`config.mk`:
```
export PLATFORM = sky130hd
export DESIGN_NAME = irq_nest_arbiter
export DESIGN_NICKNAME = d
export VERILOG_FILES = /design/src/rtl/irq_nest_pkg.sv /design/src/rtl/irq_nest_ctl.sv /design/src/rtl/irq_nest_dp.sv /design/src/rtl/irq_nest_arbiter.sv
export SDC_FILE = /design/constraint.sdc
export NUM_CORES = 1
export LEC_CHECK = 0
export ABC_AREA = 1
export CORE_ASPECT_RATIO = 1.4
export CORE_MARGIN = 1.5
export CORE_UTILIZATION = 41
export CTS_BUF_LIST = sky130_fd_sc_hd__clkbuf_8
export CTS_CLUSTER_DIAMETER = 30
export CTS_CLUSTER_SIZE = 16
export DETAILED_ROUTE_END_ITERATION = 12
export GPL_TIMING_DRIVEN = 0
export PLACE_DENSITY = 0.67
export RECOVER_POWER = 25
export SKIP_CTS_REPAIR_TIMING = 1
export SLEW_MARGIN = 20
export SYNTH_ARGS = -nofsm -noshare
export SYNTH_HDL_FRONTEND = slang
export SYNTH_SLANG_ARGS = --single-unit
```
`constraint.sdc`:
```
create_clock -name clk -period 20.9 [get_ports clk]
set_clock_uncertainty 0.1 [all_clocks]
set_input_delay 4.18 -clock clk [delete_from_list [all_inputs] [get_ports clk]]
set_output_delay 4.18 -clock clk [all_outputs]
set_load 0.01 [all_outputs]
```
`src/rtl/irq_nest_pkg.sv`:
```
package irq_nest_pkg;
  typedef logic [1:0] regAddr_t;
  localparam regAddr_t ADDR_ENABLE  = 2'd0;
  localparam regAddr_t ADDR_PRIO_HI = 2'd1;
  localparam regAddr_t ADDR_PRIO_LO = 2'd2;

  typedef struct packed {
    logic wrEnable;
    logic wrPrioHi;
    logic wrPrioLo;
    logic grant;
    logic retire;
  } ctlStrobes_t;
endpackage

```
`src/rtl/irq_nest_ctl.sv`:
```
module irq_nest_ctl
  import irq_nest_pkg::*;
(
  input  logic        regWrEn,
  input  regAddr_t    regAddr,
  input  logic        intAck,
  input  logic        hitValid,
  input  logic        retiStrobe,
  output ctlStrobes_t stb
);
  always_comb begin
    stb.wrEnable = regWrEn && (regAddr == ADDR_ENABLE);
    stb.wrPrioHi = regWrEn && (regAddr == ADDR_PRIO_HI);
    stb.wrPrioLo = regWrEn && (regAddr == ADDR_PRIO_LO);
    // only an offered request can be granted
    stb.grant    = intAck && hitValid;
    stb.retire   = retiStrobe;
  end
endmodule

```
`src/rtl/irq_nest_dp.sv`:
```
module irq_nest_dp
  import irq_nest_pkg::*;
#(
  parameter int NumSrc = 7,
  parameter int DataW  = 8,
  localparam int SrcW  = $clog2(NumSrc),
  localparam int LvlW  = 2
) (
  input  logic              clk,
  input  logic              rstN,
  input  ctlStrobes_t       stb,
  input  logic [DataW-1:0]  wrData,
  input  regAddr_t          rdAddr,
  input  logic [NumSrc-1:0] reqIn,
  output logic [DataW-1:0]  rdData,
  output logic              hitValid,
  output logic [SrcW-1:0]   hitSrc,
  output logic [LvlW-1:0]   hitLevel,
  output logic              runValid,
  output logic [LvlW-1:0]   runLevel,
  output logic              globalEn
);
  localparam int NumLvl = 1 << LvlW;

  logic [NumSrc-1:0] enReg, prioHi, prioLo;
  logic [NumLvl-1:0] inServ, inServNext, clrMask, setMask;
  logic              found;

  // winner: highest level, then lowest index (scan high index to low)
  always_comb begin
    found    = 1'b0;
    hitSrc   = '0;
    hitLevel = '0;
    for (int i = NumSrc - 1; i >= 0; i--) begin
      if (globalEn && enReg[i] && reqIn[i] &&
          (!found || {prioHi[i], prioLo[i]} >= hitLevel)) begin
        found    = 1'b1;
        hitSrc   = SrcW'(i);
        hitLevel = {prioHi[i], prioLo[i]};
      end
    end
  end

  // innermost running level is the highest set in-service bit
  always_comb begin
    runValid = 1'b0;
    runLevel = '0;
    clrMask  = '0;
    for (int l = 0; l < NumLvl; l++) begin
      if (inServ[l]) begin
        runValid = 1'b1;
        runLevel = LvlW'(l);
      end
    end
    if (stb.retire && runValid) clrMask[runLevel] = 1'b1;
  end

  assign hitValid = found && (!runValid || (hitLevel > runLevel));

  always_comb begin
    setMask = '0;
    if (stb.grant) setMask[hitLevel] = 1'b1;
    inServNext = (inServ & ~clrMask) | setMask;
  end

  always_ff @(posedge clk) begin
    if (!rstN) begin
      globalEn <= 1'b0;
      enReg    <= '0;
      prioHi   <= '0;
      prioLo   <= '0;
      inServ   <= '0;
    end else begin
      if (stb.wrEnable) begin
        globalEn <= wrData[DataW-1];
        enReg    <= wrData[NumSrc-1:0];
      end
      if (stb.wrPrioHi) prioHi <= wrData[NumSrc-1:0];
      if (stb.wrPrioLo) prioLo <= wrData[NumSrc-1:0];
      inServ <= inServNext;
    end
  end

  always_comb begin
    rdData = '0;
    unique case (rdAddr)
      ADDR_ENABLE: begin
        rdData[NumSrc-1:0] = enReg;
        rdData[DataW-1]    = globalEn;
      end
      ADDR_PRIO_HI: rdData[NumSrc-1:0] = prioHi;
      ADDR_PRIO_LO: rdData[NumSrc-1:0] = prioLo;
      default:      rdData = '0;
    endcase
  end
endmodule

```
`src/rtl/irq_nest_arbiter.sv`:
```
module irq_nest_arbiter
  import irq_nest_pkg::*;
#(
  parameter int NumSrc = 7,
  parameter int DataW  = 8,
  localparam int SrcW  = $clog2(NumSrc)
) (
  input  logic              clk,
  input  logic              rstN,
  input  logic              regWrEn,
  input  logic [1:0]        regAddr,
  input  logic [DataW-1:0]  regWrData,
  output logic [DataW-1:0]  regRdData,
  input  logic [NumSrc-1:0] irqReq,
  output logic              intReq,
  output logic [SrcW-1:0]   intSrc,
  input  logic              intAck,
  input  logic              retiStrobe,
  output logic              activeValid,
  output logic [1:0]        activeLevel
);
  ctlStrobes_t stb;
  logic [1:0]  winLevel;
  logic        globalEn;

  irq_nest_ctl u_ctl (
    .regWrEn   (regWrEn),
    .regAddr   (regAddr),
    .intAck    (intAck),
    .hitValid  (intReq),
    .retiStrobe(retiStrobe),
    .stb       (stb)
  );

  irq_nest_dp #(.NumSrc(NumSrc), .DataW(DataW)) u_dp (
    .clk     (clk),
    .rstN    (rstN),
    .stb     (stb),
    .wrData  (regWrData),
    .rdAddr  (regAddr),
    .reqIn   (irqReq),
    .rdData  (regRdData),
    .hitValid(intReq),
    .hitSrc  (intSrc),
    .hitLevel(winLevel),
    .runValid(activeValid),
    .runLevel(activeLevel),
    .globalEn(globalEn)
  );
endmodule

```
==> reports/results.ini <==
[timing]
setup_viol = 0
fmax_mhz = 62.6
setup_tns_ns = 0
drv_slew = 0
fin_crit_ns = 15.97
max_slew_margin = 0.568
max_slew.worst_pin.slew_ns = 0.646
rsz0062_at_grt = false
hold_viol = 0
finalCritPeriodShare = 0.764

[final_layout]
post-route-util = 0.541
multi_input_comb_area_um2 = 1220
diodes = 0
finish.instance_area_um2 = 2450
layout.nets = 376
nFillCells = 467
area_delta_synth_final_pct = 26.2
register_area_um2 = 520
drive_above_1_share = 0.0973
final_cells = 401

[logic_synthesis]
syn-num-nets = 335
ys_seq_area_frac = 0.268
netlist_area_um2 = 1950
synth_area_per_cell_um2 = 6.51
ys_types = 22
netlist_instances = 299
yosys_register_bits = 26
yosysWarnings = 0

[power]
irDropWorstVdd_mv = 0.0393
power.total_mw = 0.115
powerDensity_nw_per_um2 = 46.8
p_leak_nw = 1.10

[worst_setup_path]
critPathLaunchType = input port
crit_fanout = 8
reg2reg_slack_ns = 13.32
path_buf_inv = 11
crit_path_top_delay_cell = clkdlybuf4s50_1
worstReg2RegStart = u_dp.globalEn$_SDFFE_PN0P_
critPathKind = input port to output pin
cp_top_family = simple AND/OR/NAND/NOR gates
endpoint_kind = output pin
max_stage_delay_ns = 0.53
rr_worst_depth = 56
crit_top_cell = nand2_1
crit_arrival_ns = 11.69
regToRegEndpoint = u_dp.inServ[0]$_SDFF_PN0_
cp_data_required_time_ns = 16.62

[clocking]
clk_path_buf_depth = 2
clkSlewWorstSetupHoldPaths_ns = 0.09
insertion_delay_ns = 0.28
clock-root-buffer = clkbuf_8
numCtsBuffers = 3
cts_tree = built
cts_htree_levels = 1
cts_sinks = 26

[worst_hold_path]
hold_path_class = register to register
hold_start = u_dp.enReg[0]$_SDFFE_PN0P_
whs_endpoint = u_dp.enReg[0]$_SDFFE_PN0P_
min_path_cells = 2

[grt]
grt_use_total = 0.218
grt_overflow = 0
grt_pass1_vias = 1919
grt_pass1_wl_um = 8710
grt_max_degree = 16
antenna_found_initial = 0

[drt]
drtAntennaViolNets = 0
viasPerCell = 5.07
dr.first_iter.drc_count = 85
drt_wl_total_um = 5160
vias = 2034
drc_errors = 0
wire_per_inst_um = 12.9
drt-pass1-iter-count = 4

[placed_design]
io_buffers = 36
dp.final_hpwl_um = 4090
gp_congestion = 0.884
dpl_cell_area_um2 = 2380
place_inst = 397

[floorplan]
ios = 37
die_height_um = 84.5
core_area_um2 = 4540
row_count = 29
die_x_um = 61.2
die-area_um2 = 5170
initial_core_util = 0.429

[flow_run]
maxCapViolations = 0

[run_status]
outcome = finished clean

-- worst reg2reg max path, delay by kind of cell (launching register included) --
| kind | cells | cell delay, ns |
|---|---|---|
| and+or+nand+nor | 31 | 3.15 |
| adders and majority gates | 7 | 1.96 |
| buffers and inverters | 9 | 0.76 |
| AOI/OAI and AO/OA | 9 | 1.22 |
| DFF | 1 | 0.34 |
-- cell families (layout without fill, tap and decap cells) --
family	count (synthesis)	after routing	synth area share
simple gates	143	143	0.361
buf+inv	53	93	0.106
flops	26	26	0.268
fa+ha+maj	14	14	0.0900
compound gates	63	63	0.175
-- placed cells by master, fill, tap and decap left out, types with 11 or more instances in the layout --
master and count:
a21oi_1 22, clkdlybuf4s50_1 33, dfxtp_1 26, ha_1 14, inv_1 43, nand2_1 66, nand3_1 28, nand3_2 11
nor2_1 23, o21ai_0 31
-- per-stage QoR --
stage / setup slack [ns] / hold slack, ns
after global placement: 5.01 / 0.366
after floorplan: 6.61 / 0.344
after global routing: 4.06 / 0.415
after detailed placement: 4.93 / 0.368
final: 4.93 / 0.377
after CTS: 4.89 / 0.381
-- final cells by class --
class / instances / share of cell area
multi-input cells: 220 / 0.496
flip-flops and latches: 26 / 0.212
repair buffers: 36 / 0.147
inverters: 47 / 0.0719
well taps: 62 / 0.0316
clock buffers: 3 / 0.0168
clock inverters: 1 / 0.0122
plain buffers: 6 / 0.0122
-- power by group --
part           switching [mW]  total (mW)  internal [mW]
Clock                  0.0166      0.0422         0.0257
Combinational          0.0103      0.0191        0.00882
Sequential            0.00181      0.0536         0.0518
Total                  0.0287       0.115         0.0862
-- cells in the mapped netlist --
| master | number | share of area |
|---|---|---|
| inv_1 | 43 | 0.083 |
| nor2_1 | 23 | 0.044 |
| clkbuf_1 | 5 | 0.0096 |
| nand3_1 | 28 | 0.072 |
| nor2_2 | 2 | 0.0064 |
| a31oi_1 | 1 | 0.0032 |
| nand2_1 | 66 | 0.13 |
| nand3b_1 | 2 | 0.0077 |
| ha_1 | 14 | 0.090 |
| dfxtp_1 | 26 | 0.27 |
| nand2_2 | 8 | 0.026 |
| nand3_2 | 11 | 0.057 |
| inv_2 | 4 | 0.0077 |
| nand2_4 | 1 | 0.0058 |
| buf_6 | 1 | 0.0058 |
| nand4_2 | 1 | 0.0064 |
| a21oi_1 | 22 | 0.057 |
| o21bai_1 | 1 | 0.0039 |
| o21ai_0 | 31 | 0.080 |
| o211ai_1 | 7 | 0.027 |
| nand3_4 | 1 | 0.0090 |
| o221ai_1 | 1 | 0.0045 |
-- per-layer routing --
layer | up-vias | global-route usage | part of all wire
li1 | 1062 | - | -
met4 | 0 | 0.0593 | 0.010
met2 | 54 | 0.362 | 0.51
met1 | 912 | 0.297 | 0.44
met3 | 6 | 0.0169 | 0.034
met5 | - | 0 | 0
-- sequential cells by signal, summed over array words and instances, names as in the netlist --
register / flops
u_dp.prioLo: 7
u_dp.inServ: 4
u_dp.globalEn: 1
u_dp.enReg: 7
u_dp.prioHi: 7
-- worst max-delay path by stage --
stage               cells past startpoint     end      start
floorplan                              53  intReq  irqReq[6]
global placement                       55  intReq  irqReq[6]
detailed placement                     55  intReq  irqReq[6]
CTS                                    55  intReq  irqReq[6]
global route                           55  intReq  irqReq[6]
finish                                 55  intReq  irqReq[6]
No activity file was read; power rests on OpenSTA's default activity.
